`src/rtl/wdt_pkg.sv`:
```
package wdt_pkg;
  localparam logic [2:0] A_MODE   = 3'h0;
  localparam logic [2:0] A_RELOAD = 3'h1;
  localparam logic [2:0] A_FEED   = 3'h2;
  localparam logic [2:0] A_COUNT  = 3'h3;
  localparam logic [2:0] A_WARN   = 3'h4;
  localparam logic [2:0] A_WINDOW = 3'h5;

  localparam logic [7:0] FEED_FIRST  = 8'hAA;
  localparam logic [7:0] FEED_SECOND = 8'h55;

  // packed so that each field sits at its register bit position
  typedef struct packed {
    logic lock;    // bit 5
    logic prot;    // bit 4
    logic wint;    // bit 3
    logic tof;     // bit 2
    logic rsten;   // bit 1
    logic en;      // bit 0
  } mode_t;
endpackage

```
`src/rtl/wdt_feed_seq.sv`:
```
module wdt_feed_seq #(
  parameter int BYTE_W = 8
) (
  input  logic              clk,
  input  logic              rst,
  input  logic              wr_en,
  input  logic              wr_feed,
  input  logic [BYTE_W-1:0] wr_byte,
  output logic              feed_ok,
  output logic              seq_err
);
  import wdt_pkg::*;

  logic armed_q;

  always_comb begin
    feed_ok = wr_en && armed_q && wr_feed && (wr_byte == BYTE_W'(FEED_SECOND));
    seq_err = wr_en && armed_q && !feed_ok;
  end

  always_ff @(posedge clk) begin
    if (rst) begin
      armed_q <= 1'b0;
    end else if (wr_en) begin
      armed_q <= !armed_q && wr_feed && (wr_byte == BYTE_W'(FEED_FIRST));
    end
  end

  // any write after the first byte ends the sequence
  assert_seq_closes_R3: assert property (@(posedge clk) disable iff (rst)
    (wr_en && armed_q) |=> !armed_q);
endmodule

```
`src/rtl/wdt_counter.sv`:
```
module wdt_counter #(
  parameter int CNT_W = 24,
  parameter logic [CNT_W-1:0] CNT_RST = CNT_W'(255)
) (
  input  logic             clk,
  input  logic             rst,
  input  logic             feed_ok,
  input  logic             enable,
  input  logic [CNT_W-1:0] reload_val,
  input  logic [CNT_W-1:0] window,
  output logic [CNT_W-1:0] count_q,
  output logic             run_q,
  output logic             expire,
  output logic             win_err
);
  logic load;

  always_comb begin
    win_err = feed_ok && run_q && (count_q > window);
    load    = feed_ok && !win_err;
    expire  = run_q && !load && (count_q == CNT_W'(1));
  end

  always_ff @(posedge clk) begin
    if (rst) begin
      count_q <= CNT_RST;
      run_q   <= 1'b0;
    end else begin
      if (load) begin
        count_q <= reload_val;
        if (enable) run_q <= 1'b1;
      end else if (run_q && count_q != '0) begin
        count_q <= count_q - CNT_W'(1);
      end
    end
  end

  assert_run_sticky_R2: assert property (@(posedge clk) disable iff (rst)
    run_q |=> run_q);
  assert_stopped_hold_R2: assert property (@(posedge clk) disable iff (rst)
    (!run_q && !feed_ok) |=> $stable(count_q));
  assert_decrement_R2: assert property (@(posedge clk) disable iff (rst)
    (run_q && !feed_ok && count_q != '0) |=> (count_q == $past(count_q) - CNT_W'(1)));
  assert_window_noreload_R4: assert property (@(posedge clk) disable iff (rst)
    win_err |=> (count_q == $past(count_q) - CNT_W'(1)));
endmodule

```
`src/rtl/wdt_mode_reg.sv`:
```
module wdt_mode_reg (
  input  logic          clk,
  input  logic          rst,
  input  logic          mode_we,
  input  wdt_pkg::mode_t wr_mode,
  input  logic          tof_evt,
  input  logic          warn_evt,
  input  logic          warn_eq,
  input  logic          feed_ok,
  input  logic          clk_req,
  output wdt_pkg::mode_t mode_q,
  output logic          irq_q,
  output logic          rst_req_q,
  output logic          grant_q
);
  import wdt_pkg::*;

  mode_t mode_n;
  logic  lock_act_q, lock_act_n;

  always_comb begin
    mode_n       = mode_q;
    mode_n.en    = mode_q.en    | (mode_we & wr_mode.en);
    mode_n.rsten = mode_q.rsten | (mode_we & wr_mode.rsten);
    mode_n.prot  = mode_q.prot  | (mode_we & wr_mode.prot);
    mode_n.lock  = mode_q.lock  | (mode_we & wr_mode.lock);
    mode_n.tof   = tof_evt  | (mode_q.tof  & ~(mode_we & ~wr_mode.tof));
    mode_n.wint  = warn_evt | (mode_q.wint & ~(mode_we & wr_mode.wint & ~warn_eq));
    lock_act_n   = lock_act_q | (mode_q.lock & feed_ok);
  end

  always_ff @(posedge clk) begin
    if (rst) begin
      mode_q     <= '0;
      lock_act_q <= 1'b0;
      irq_q      <= 1'b0;
      rst_req_q  <= 1'b0;
      grant_q    <= 1'b0;
    end else begin
      mode_q     <= mode_n;
      lock_act_q <= lock_act_n;
      irq_q      <= mode_n.wint | (mode_n.tof & ~mode_n.rsten);
      rst_req_q  <= tof_evt & mode_q.rsten;
      grant_q    <= clk_req & ~lock_act_n;
    end
  end

  assert_rsten_sticky_R9: assert property (@(posedge clk) disable iff (rst)
    mode_q.rsten |=> mode_q.rsten);
  assert_rst_has_flag_R9: assert property (@(posedge clk) disable iff (rst)
    rst_req_q |-> mode_q.tof);
  assert_flag_on_event_R5: assert property (@(posedge clk) disable iff (rst)
    tof_evt |=> mode_q.tof);
  assert_warn_clear_blocked_R8: assert property (@(posedge clk) disable iff (rst)
    (mode_q.wint && mode_we && wr_mode.wint && warn_eq) |=> mode_q.wint);
  assert_prot_sticky_R10: assert property (@(posedge clk) disable iff (rst)
    mode_q.prot |=> mode_q.prot);
  assert_lock_sticky_R11: assert property (@(posedge clk) disable iff (rst)
    mode_q.lock |=> mode_q.lock);
  assert_lock_grant_R11: assert property (@(posedge clk) disable iff (rst)
    lock_act_q |-> !grant_q);
endmodule

```
`src/rtl/windowed_watchdog.sv`:
```
module windowed_watchdog #(
  parameter int ADDR_W = 3,
  parameter int DATA_W = 32,
  parameter int CNT_W  = 24,
  parameter int WARN_W = 10,
  parameter logic [CNT_W-1:0] RELOAD_RST = CNT_W'(255)
) (
  input  logic              clk,
  input  logic              rst,
  input  logic [ADDR_W-1:0] bus_addr,
  input  logic              bus_we,
  input  logic [DATA_W-1:0] bus_wdata,
  output logic [DATA_W-1:0] bus_rdata,
  input  logic              clk_off_req_i,
  output logic              clk_off_grant_o,
  output logic              irq_o,
  output logic              sys_rst_req_o
);
  import wdt_pkg::*;

  localparam logic [CNT_W-1:0] WIN_RST = '1;
  localparam int MODE_W = $bits(mode_t);

  logic [CNT_W-1:0]  reload_q, win_q, count_q, warn_ext;
  logic [WARN_W-1:0] warn_q;
  logic              wr_mode, wr_reload, wr_feed_sel, wr_warn, wr_win;
  logic              feed_ok, seq_err, run_q, expire, win_err;
  logic              reload_ok, prot_err, tof_evt, warn_evt, warn_eq;
  mode_t             mode_q;

  always_comb begin
    wr_mode     = bus_we && (bus_addr == ADDR_W'(A_MODE));
    wr_reload   = bus_we && (bus_addr == ADDR_W'(A_RELOAD));
    wr_feed_sel = (bus_addr == ADDR_W'(A_FEED));
    wr_warn     = bus_we && (bus_addr == ADDR_W'(A_WARN));
    wr_win      = bus_we && (bus_addr == ADDR_W'(A_WINDOW));
    warn_ext    = CNT_W'(warn_q);
    reload_ok   = !mode_q.prot || ((count_q < warn_ext) && (count_q < win_q));
    prot_err    = wr_reload && !reload_ok;
    tof_evt     = expire | seq_err | win_err | prot_err;
    warn_eq     = (count_q == warn_ext);
    warn_evt    = run_q && warn_eq;
  end

  always_ff @(posedge clk) begin
    if (rst) begin
      reload_q <= RELOAD_RST;
      warn_q   <= '0;
      win_q    <= WIN_RST;
    end else begin
      if (wr_reload && reload_ok) reload_q <= bus_wdata[CNT_W-1:0];
      if (wr_warn)                warn_q   <= bus_wdata[WARN_W-1:0];
      if (wr_win)                 win_q    <= bus_wdata[CNT_W-1:0];
    end
  end

  wdt_feed_seq #(.BYTE_W(8)) u_feed (
    .clk     (clk),
    .rst     (rst),
    .wr_en   (bus_we),
    .wr_feed (wr_feed_sel),
    .wr_byte (bus_wdata[7:0]),
    .feed_ok (feed_ok),
    .seq_err (seq_err)
  );

  wdt_counter #(.CNT_W(CNT_W), .CNT_RST(RELOAD_RST)) u_cnt (
    .clk        (clk),
    .rst        (rst),
    .feed_ok    (feed_ok),
    .enable     (mode_q.en),
    .reload_val (reload_q),
    .window     (win_q),
    .count_q    (count_q),
    .run_q      (run_q),
    .expire     (expire),
    .win_err    (win_err)
  );

  wdt_mode_reg u_mode (
    .clk       (clk),
    .rst       (rst),
    .mode_we   (wr_mode),
    .wr_mode   (mode_t'(bus_wdata[MODE_W-1:0])),
    .tof_evt   (tof_evt),
    .warn_evt  (warn_evt),
    .warn_eq   (warn_eq),
    .feed_ok   (feed_ok),
    .clk_req   (clk_off_req_i),
    .mode_q    (mode_q),
    .irq_q     (irq_o),
    .rst_req_q (sys_rst_req_o),
    .grant_q   (clk_off_grant_o)
  );

  always_ff @(posedge clk) begin
    if (rst) begin
      bus_rdata <= '0;
    end else begin
      case (bus_addr)
        ADDR_W'(A_MODE):   bus_rdata <= DATA_W'(mode_q);
        ADDR_W'(A_RELOAD): bus_rdata <= DATA_W'(reload_q);
        ADDR_W'(A_COUNT):  bus_rdata <= DATA_W'(count_q);
        ADDR_W'(A_WARN):   bus_rdata <= DATA_W'(warn_q);
        ADDR_W'(A_WINDOW): bus_rdata <= DATA_W'(win_q);
        default:           bus_rdata <= '0;
      endcase
    end
  end

  assert_protect_keeps_R10: assert property (@(posedge clk) disable iff (rst)
    (wr_reload && mode_q.prot && (count_q >= warn_ext)) |=> $stable(reload_q));
endmodule

```
`config.mk`:
```
export PLATFORM = sky130hd
export DESIGN_NAME = windowed_watchdog
export DESIGN_NICKNAME = d
export VERILOG_FILES = /design/src/rtl/wdt_pkg.sv /design/src/rtl/wdt_feed_seq.sv /design/src/rtl/wdt_counter.sv /design/src/rtl/wdt_mode_reg.sv /design/src/rtl/windowed_watchdog.sv
export SDC_FILE = /design/constraint.sdc
export NUM_CORES = 1
export LEC_CHECK = 0
export BUFFER_PORTS_ARGS = -buffer_cell sky130_fd_sc_hd__buf_2
export CAP_MARGIN = 20
export CORE_ASPECT_RATIO = 0.9
export CORE_MARGIN = 5
export CORE_UTILIZATION = 40
export CTS_BUF_LIST = sky130_fd_sc_hd__clkbuf_4 sky130_fd_sc_hd__clkbuf_8 sky130_fd_sc_hd__clkbuf_16
export DETAILED_ROUTE_END_ITERATION = 8
export PLACE_DENSITY_LB_ADDON = 0.3
export SYNTH_ARGS = -nofsm -noshare
export SYNTH_HDL_FRONTEND = slang
export SYNTH_SLANG_ARGS = --single-unit
```
`constraint.sdc`:
```
create_clock -name clk -period 2.4 [get_ports clk]
set_input_delay 0.12 -clock clk [delete_from_list [all_inputs] [get_ports clk]]
set_output_delay 0.12 -clock clk [all_outputs]
set_load 0.005 [all_outputs]
```
==> results of run 1 <==
-- per-stage QoR --
step | cell area, sq um | cells | util [%]
2_1_floorplan | 6450 | 782 | -
3_3_place_gp | 7390 | 1077 | 46.3
3_5_place_dp | 7400 | 1078 | 46.4
4_1_cts | 8310 | 1136 | 52.1
5_1_grt | 8580 | 1139 | 53.7
6_report | 8580 | 1139 | 53.7
-- area by class of cell --
class | count | area share (%)
Tap cell | 207 | 3.02
Timing Repair Buffer | 174 | 15.5
Sequential cell | 118 | 27.8
Clock inverter | 13 | 1.82
Inverter | 41 | 1.79
Multi-Input combinational cell | 567 | 44.9
Clock buffer | 19 | 5.21
-- worst reg2reg max path: cells and delay by family (launching register included) --
kind | cells | cell delay [ns]
xor+xnor | 1 | 0.15
simple gates | 4 | 1.25
compound gates | 2 | 0.32
buf+inv | 1 | 0.19
flops | 1 | 0.40
-- how the worst min path moves through the flow --
stage / to / slack (ns) / cells past startpoint
floorplan: win_q[7]$_SDFFE_PP1P_ / 0.24 / 2
global route: win_q[2]$_SDFFE_PP1P_ / 0.04 / 3
global placement: win_q[22]$_SDFFE_PP1P_ / 0.34 / 3
detailed placement: win_q[21]$_SDFFE_PP1P_ / 0.35 / 3
finish: warn_q[5]$_SDFFE_PP0P_ / 0.03 / 3
CTS: warn_q[5]$_SDFFE_PP0P_ / 0.006 / 3
-- power groups by stage --
stage                     combinational [mW]  sequential, mW  clock [mW]
final                                  0.447            2.03        2.59
after global routing                   0.492            2.03        2.72
after CTS                              0.432            2.03        2.65
after detailed placement               0.394            2.07           0
after global placement                 0.390            2.07           0
after floorplan                        0.244            2.07           0
-- layer usage --
metal	vias up	global-route usage, %
li1	2970	-
met1	2803	30.2
met2	186	29.8
met3	33	3.88
met4	0	6.59
met5	-	0
-- cells in the final DEF (no fill, tap or decap), types with 13 or more instances in the layout --
cell type	n
sky130_fd_sc_hd__nand3b_1	25
sky130_fd_sc_hd__o21ai_0	13
sky130_fd_sc_hd__a211oi_1	15
sky130_fd_sc_hd__dfxtp_2	18
sky130_fd_sc_hd__clkbuf_16	17
sky130_fd_sc_hd__ha_1	28
sky130_fd_sc_hd__xnor2_1	14
sky130_fd_sc_hd__nor3_1	13
sky130_fd_sc_hd__buf_2	56
sky130_fd_sc_hd__mux2i_1	37
sky130_fd_sc_hd__a21oi_1	54
sky130_fd_sc_hd__inv_1	37
sky130_fd_sc_hd__nand2b_1	30
sky130_fd_sc_hd__nand2_1	94
sky130_fd_sc_hd__buf_4	84
sky130_fd_sc_hd__nor2_1	75
sky130_fd_sc_hd__dlygate4sd3_1	23
sky130_fd_sc_hd__dfxtp_1	100
sky130_fd_sc_hd__a22oi_1	16
-- repair_timing --
| item | CTS | global route |
|---|---|---|
| pin swaps | 6 | 12 |
| endpoints found under the setup margin | 17 | 51 |
| hold buffers | 23 | 0 |
| resized for setup | 4 | 56 |
| setup buffers | 2 | 2 |
| hold endpoints to repair | 40 | 0 |
| cloned | 1 | 0 |
-- registers in the layout (all words and copies together), names as in the netlist --
signal and cells:
u_mode.irq_q 1, u_mode.mode_q 6, u_cnt.run_q 1, win_q 24
u_mode.grant_q 1, u_mode.lock_act_q 1, reload_q 24, u_mode.rst_req_q 1
warn_q 10, u_cnt.count_q 24, bus_rdata 24, u_feed.armed_q 1
-- logic make-up (layout without fill, tap and decap cells) --
kind of cell,after synthesis,in the layout,synth area share (%)
AO/OA/AOI/OAI,155,155,15.7
multiplexers,40,40,6.30
other,1,8,0.0584
XOR/XNOR,20,20,2.73
flip-flops,118,118,36.8
AND/OR/NAND/NOR,308,308,24.5
buffers and inverters,97,247,6.92
adder cells (fa/ha/maj),36,36,7.02
==> summary.md, run 1 <==
| Metric | Value |
|---|---|
| Routed vias | 5992 |
| Detailed-route wire length | roughly 19000 microns |
| Total count of hold-check failures in the final report | 0 |
| Kind of critical path | register to register |
| Count of filler cells inserted in the layout | about 1500 |
| Count of boundary I/O pins | 74 |
| Top cells by area in the synthesized netlist | sky130_fd_sc_hd__dfxtp_1, sky130_fd_sc_hd__ha_1, sky130_fd_sc_hd__mux2i_1 |
| NumNets Final | around 990 |
| Initial DRT Pass Iterations | 5 |
| Register clock-pin slew on the reported worst setup and hold paths | roughly 0.060 ns |
| Multi-input gate area | 3850 sq um |
| Internal power consumption | 3.87 mW |
| Reg2Reg Depth | 8 |
| Remaining design rule violation count | 0 |
| Layout Skew | 0.00820 ns |
| WL per Instance | 16.6 microns |
| CTS Buf Count | 17 |
| Data required time at the worst endpoint | roughly 2.8 ns |
| Synthesized area divided by synthesized cell count | between 8 and 9 sq um |
| Share of Yosys cell area claimed by the top area cell type | between 30% and 40% |
| Width of the die | about 140 microns |
| Clock H-tree levels | 4 |
| Die area | roughly 19000 sq um |
| Via count of the first global-routing pass | ~5700 |
| TritonCTS clock tree | yes |
| Slew at the pin with the worst max-slew slack | 0.690 ns |
| Top routing layer used | met4 |
| Setup Viol. Count Final | 0 |
| Weighted congestion at the end of routability-driven global placement | approximately 0.87 |
| ANT cells | 0 |
| Sw Share | between 20% and 30% |
| CP max FO | 5 |
| Fraction of layout instances using a drive strength above 1 | a little over a quarter |
| Leading cell types by count after synthesis | sky130_fd_sc_hd__dfxtp_1, sky130_fd_sc_hd__nand2_1, sky130_fd_sc_hd__nor2_1 |
| Sequential cell area fraction in the yosys report | between 30% and 40% |
| Global-route congestion overflow total | 0 |
| Dominant cell type by area after synthesis | sky130_fd_sc_hd__dfxtp_1 |
| Run status | finished, final reports clean |
| Final period util | 98.8% |
| Overall Global Routing Usage | between 20% and 30% |
| Final antenna-violating net count | 0 |
| Largest net degree at the start of global routing | a little under 70 |
| Global-route wire length before repair | between 20000 and 30000 microns |
| Number of cells produced by synthesis | between 700 and 800 |
| Power density over the cells | approximately 600 nW/um^2 |
| Flop-to-flop setup slack | ~0.029 ns |
| Area grow syn2layout | 33.7% |
| Detailed-routed wire length on met2 | slightly above 8000 microns |
| Start point of the critical path | u_cnt.count_q[4]$_SDFFE_PP1P_ |
| Relative slew slack | between 50% and 60% |
| Capturing element type of the critical path | register |
| Worst hold slack | about 0.030 ns |
| Die Y-Extent | roughly 130 microns |
| Worst EP arrival | about 2.7 ns |
| Setup slack of the critical path after layout | 0.0286 ns |
| Number of port buffers | 57 |
| 1st-iter DRT viols | 391 |
| Area occupied by registers | 2380 sq um |
| Worst reg2reg path startpoint | u_cnt.count_q[4]$_SDFFE_PP1P_ |
| Family of cells with the greatest summed delay on the critical path | simple AND/OR/NAND/NOR gates |
| Setup Total Neg Slack | 0 ns |
| Met1 Routed Length | approximately 9200 microns |
| Slowest library cell on the worst path | sky130_fd_sc_hd__or4_2 |
| Number of core rows | 44 |
| Bufs and invs on worst path | 1 |
| Cells traversed along the worst timing path | buf_4, or4_2, or3_1, nor2_1, nand2_1, xor2_1, a211oi_1, o21bai_1 |
| DR WL met3 | roughly 1400 microns |
| Worst setup slack after placement | -0.0205 ns |
| Register bit total from synthesis | roughly 120 |
| Distinct cell type count of the synthesized netlist | 60 |
| Maximum frequency from static timing analysis | around 420 MHz |
| NetSw | between 1 and 1.5 mW |
| Worst Setup EP | u_cnt.count_q[8]$_SDFFE_PP0P_ |
| Post-Synthesis Cell Area | between 6000 and 7000 sq um |
| Clock Sinks | around 120 |
| Crit. path cell count | 8 |
| Max Root-Sink Buffers | 2 |
| Clock tree root buffer cell | sky130_fd_sc_hd__clkbuf_16 |
| Worst VDD drop | roughly 0.44 mV |
| Placed wire-length estimate after detailed placement | approximately 13000 microns |
| Worst Hold Class | input port to register |
| Via density | around 5.3 |
| Number of enable-type register cells in the synthesized netlist | 0 |
| Total Power | a little over 5 mW |
| Delay contributed by the slowest stage of the critical path | around 0.63 ns |
| Fraction of power consumed by combinational cells | around 9% |
| Initial Utilization | between 40% and 50% |
| Max cap viols | 0 |
| Number of antenna violations at the first check in global routing | 0 |
| Unrepaired setup endpoints after global routing | true |
| Kind of start point of the critical path | register |
| Yosys Warn Count | 0 |
| Fin crit period | approximately 2.4 ns |
| Count leader, synth | sky130_fd_sc_hd__dfxtp_1 |
| Share of flip-flops with an asynchronous set or reset after synthesis | 0% |
| Number of max-slew violations in the final report | 0 |
| Part of the power in registers | around two fifths |
| Worst flop-to-flop path endpoint | u_cnt.count_q[8]$_SDFFE_PP0P_ |
| Worst hold path startpoint | bus_wdata[5] |
| Clock share of power | 51.1% |
| Clock latency of the later-clocked register in the worst-skew pair | between 0.4 and 0.5 ns |
| Ys flop type | sky130_fd_sc_hd__dfxtp_1 |
| Core Footprint | 16000 sq um |
| Static power due to leakage | roughly 3.7 nW |
Note: power is estimated with default switching activity, not from simulation.
==> inputs of run 2 (changes only) <==
Settings changed: HOLD_SLACK_MARGIN set to 0.06.
==> run 2 against run 1 <==
Flip-flop and latch count unchanged. Combinational power about the same. Clock power about the same. Die area unchanged. Utilization up 0.13 points. Non-clock buffer count up 2. Critical path type unchanged. Critical endpoint is now reload_q[19]$_SDFFE_PP0P_. Largest power group unchanged.
==> summary.md, run 2 (synthesis results as in run 1) <==
| Metric | Value |
|---|---|
| Die Y-Extent | 130 microns (unchanged) |
| Reg2Reg Depth | 10 (was 8) |
| Run status | finished, final reports clean (unchanged) |
| Routed vias | 5992 (unchanged) |
| Relative slew slack | 53.5% (was 54.0%) |
| Setup Total Neg Slack | 0 ns (unchanged) |
| Bufs and invs on worst path | 2 (was 1) |
| Placed Area | 7400 sq um (unchanged) |
| Via count of the first global-routing pass | 5665 (was 5656) |
| Fraction of the core area covered by cells at the end of the flow | 53.9% (was 53.7%) |
| Static power due to leakage | 3.68 nW (about the same) |
| Area grow syn2layout | 34.0% (was 33.7%) |
| Unrepaired setup endpoints after global routing | true (unchanged) |
| Clock Sinks | 118 (unchanged) |
| Cells traversed along the worst timing path | inv_1, ha_1, a21oi_2, o21ai_1, a221oi_2, o211ai_1, nor2_2, a31o_4, buf_12, mux2_2 (was buf_4, or4_2, or3_1, nor2_1, nand2_1, xor2_1, a211oi_1, o21bai_1) |
| Clock H-tree levels | 4 (unchanged) |
| Capturing element type of the critical path | register (unchanged) |
| WL per Instance | 16.6 microns (about the same) |
| Initial DRT Pass Iterations | 5 (unchanged) |
| Worst hold path startpoint | bus_we (was bus_wdata[5]) |
| TritonCTS clock tree | yes (unchanged) |
| Most frequent standard cell in the layout excluding fill and tap cells | sky130_fd_sc_hd__dfxtp_1 (unchanged) |
| Worst VDD drop | 0.443 mV (was 0.442 mV) |
| Placed wire-length estimate after detailed placement | 13200 microns (unchanged) |
| Fraction of layout instances using a drive strength above 1 | 26.6% (about the same) |
| Number of antenna violations at the first check in global routing | 0 (unchanged) |
| Hold Path Stages | 5 (was 3) |
| Family of cells with the greatest summed delay on the critical path | compound AO/OA/AOI/OAI gates (was simple AND/OR/NAND/NOR gates) |
| 1st-iter DRT viols | 364 (was 391) |
| Number of max-slew violations in the final report | 0 (unchanged) |
| Width of the die | 144 microns (unchanged) |
| Data required time at the worst endpoint | 2.71 ns (was 2.75 ns) |
| Worst EP arrival | 2.68 ns (was 2.73 ns) |
| Largest net degree at the start of global routing | 69 (unchanged) |
| Via density | 5.25 (was 5.26) |
| Total count of hold-check failures in the final report | 0 (unchanged) |
| Overall Global Routing Usage | 20.4% (about the same) |
| Max cap viols | 0 (unchanged) |
| Die area | 18700 sq um (unchanged) |
| Slowest library cell on the worst path | sky130_fd_sc_hd__dfxtp_2 (was sky130_fd_sc_hd__or4_2) |
| NumNets Final | 996 (was 994) |
| Weighted congestion at the end of routability-driven global placement | 0.866 (unchanged) |
| Core Footprint | 16000 sq um (unchanged) |
| Number of port buffers | 57 (unchanged) |
| Setup Viol. Count Final | 0 (unchanged) |
| Flop-to-flop setup slack | 0.04 ns (was 0.03 ns) |
| Power density over the cells | 590 nW/um^2 (was 591 nW/um^2) |
| Delay contributed by the slowest stage of the critical path | 0.34 ns (was 0.63 ns) |
| Endpoint with the worst hold slack | u_feed.armed_q$_SDFFE_PP0P_ (was warn_q[5]$_SDFFE_PP0P_) |
| Final antenna-violating net count | 0 (unchanged) |
| Maximum frequency from static timing analysis | 423 MHz (was 422 MHz) |
| Clock latency of the later-clocked register in the worst-skew pair | 0.42 ns (about the same) |
| Worst reg2reg path startpoint | win_q[9]$_SDFFE_PP1P_ (was u_cnt.count_q[4]$_SDFFE_PP1P_) |
| Layout Skew | 0.00911 ns (was 0.00820 ns) |
| Global-route congestion overflow total | 0 (unchanged) |
| CP max FO | 6 (was 5) |
| Worst Hold Class | input port to register (unchanged) |
| Number of core rows | 44 (unchanged) |
| Worst flop-to-flop path endpoint | reload_q[19]$_SDFFE_PP0P_ (was u_cnt.count_q[8]$_SDFFE_PP0P_) |
| CTS Buf Count | 17 (unchanged) |
| Fin crit period | 2.36 ns (was 2.37 ns) |
| Initial Utilization | 40.2% (unchanged) |
| Detailed-route wire length | 18900 microns (was 19000 microns) |
| ANT cells | 0 (unchanged) |
| Max Root-Sink Buffers | 2 (unchanged) |
| Area of all placed cells without fillers | 8600 sq um (was 8580 sq um) |
| Remaining design rule violation count | 0 (unchanged) |
| Crit. path cell count | 10 (was 8) |
| Leading cell types in the layout, fill and taps excluded | sky130_fd_sc_hd__dfxtp_1, sky130_fd_sc_hd__nand2_1, sky130_fd_sc_hd__buf_4 (unchanged) |
| Kind of start point of the critical path | register (unchanged) |
| Count of boundary I/O pins | 74 (unchanged) |
| Clock tree root buffer cell | sky130_fd_sc_hd__clkbuf_16 (unchanged) |
| Kind of critical path | register to register (unchanged) |
| Slew at the pin with the worst max-slew slack | 0.697 ns (was 0.690 ns) |
| Register clock-pin slew on the reported worst setup and hold paths | 0.06 ns (about the same) |
| Global-route wire length before repair | 29900 microns (about the same) |
| Final period util | 98.5% (was 98.8%) |
-- run 2: cell count changes in the layout (fill, tap and decap cells not counted), sizes merged --
| cell | before | now |
|---|---|---|
| dlygate4sd3 | 23 | 25 |
-- run 2: how the worst max path moves through the flow --
stage | startpoint | endpoint | slack [ns]
global route | win_q[9]$_SDFFE_PP1P_ | reload_q[11]$_SDFFE_PP0P_ | -0.08
global placement | u_cnt.count_q[6]$_SDFFE_PP1P_ | u_cnt.count_q[14]$_SDFFE_PP0P_ | 0.01
floorplan | u_cnt.count_q[6]$_SDFFE_PP1P_ | u_cnt.count_q[14]$_SDFFE_PP0P_ | 0.03
CTS | win_q[11]$_SDFFE_PP1P_ | reload_q[19]$_SDFFE_PP0P_ | 0.002
finish | win_q[9]$_SDFFE_PP1P_ | reload_q[19]$_SDFFE_PP0P_ | 0.04
detailed placement | win_q[22]$_SDFFE_PP1P_ | reload_q[0]$_SDFFE_PP1P_ | -0.02
-- run 2: timing repair --
item / CTS / global route
endpoints found under the setup margin: 17 / 51
resized for setup: 4 / 56
endpoints found under the hold margin: 59 / 0
cloned: 1 / 0
pin swaps: 6 / 12
buffers inserted: 2 / 2
hold buffers: 25 / 0
-- run 2: worst register-to-register path, cell delays in order, from the launching register on --
cell and delay, ns:
sky130_fd_sc_hd__dfxtp_2 0.34, sky130_fd_sc_hd__inv_1 0.05, sky130_fd_sc_hd__ha_1 0.30, sky130_fd_sc_hd__a21oi_2 0.15
sky130_fd_sc_hd__o21ai_1 0.10, sky130_fd_sc_hd__a221oi_2 0.26, sky130_fd_sc_hd__o211ai_1 0.20, sky130_fd_sc_hd__nor2_2 0.19
sky130_fd_sc_hd__a31o_4 0.20, sky130_fd_sc_hd__buf_12 0.13, sky130_fd_sc_hd__mux2_2 0.34
-- run 2: stage by stage --
stage | std cells | setup WS [ns] | hold WS [ns] | power, mW
final | 1141 | 0.0364 | 0.175 | 5.07
after global routing | 1141 | -0.0842 | 0.190 | 5.25
after CTS | 1138 | 0.00162 | 0.150 | 5.11
after detailed placement | 1078 | -0.0205 | 0.349 | 2.46
after global placement | 1077 | 0.0132 | 0.344 | 2.46
after floorplan | 782 | 0.0317 | 0.241 | 2.31
-- run 2: metal layers --
metal,global-route usage [%],part of all wire [%],vias to the layer above
met1,30.2,49,2814
li1,-,-,2974
met3,3.88,6.1,29
met4,6.59,1.8,0
met5,0,0,-
met2,29.8,43,175
-- run 2: final cells by class --
class | count | area [sq um]
Timing Repair Buffer | 176 | 1350
Clock inverter | 13 | 156
Clock buffer | 19 | 447
Multi-Input combinational cell | 567 | 3850
Tap cell | 207 | 259
Fill cell | 1489 | 7360
Inverter | 41 | 154
Sequential cell | 118 | 2380
-- run 2: report_power, final --
group / leakage (nW) / internal [mW] / switching [mW]
combinational: 2.44 / 0.206 / 0.244
clock: 0.284 / 1.66 / 0.933
sequential: 0.956 / 2.01 / 0.0228
total: 3.68 / 3.87 / 1.20
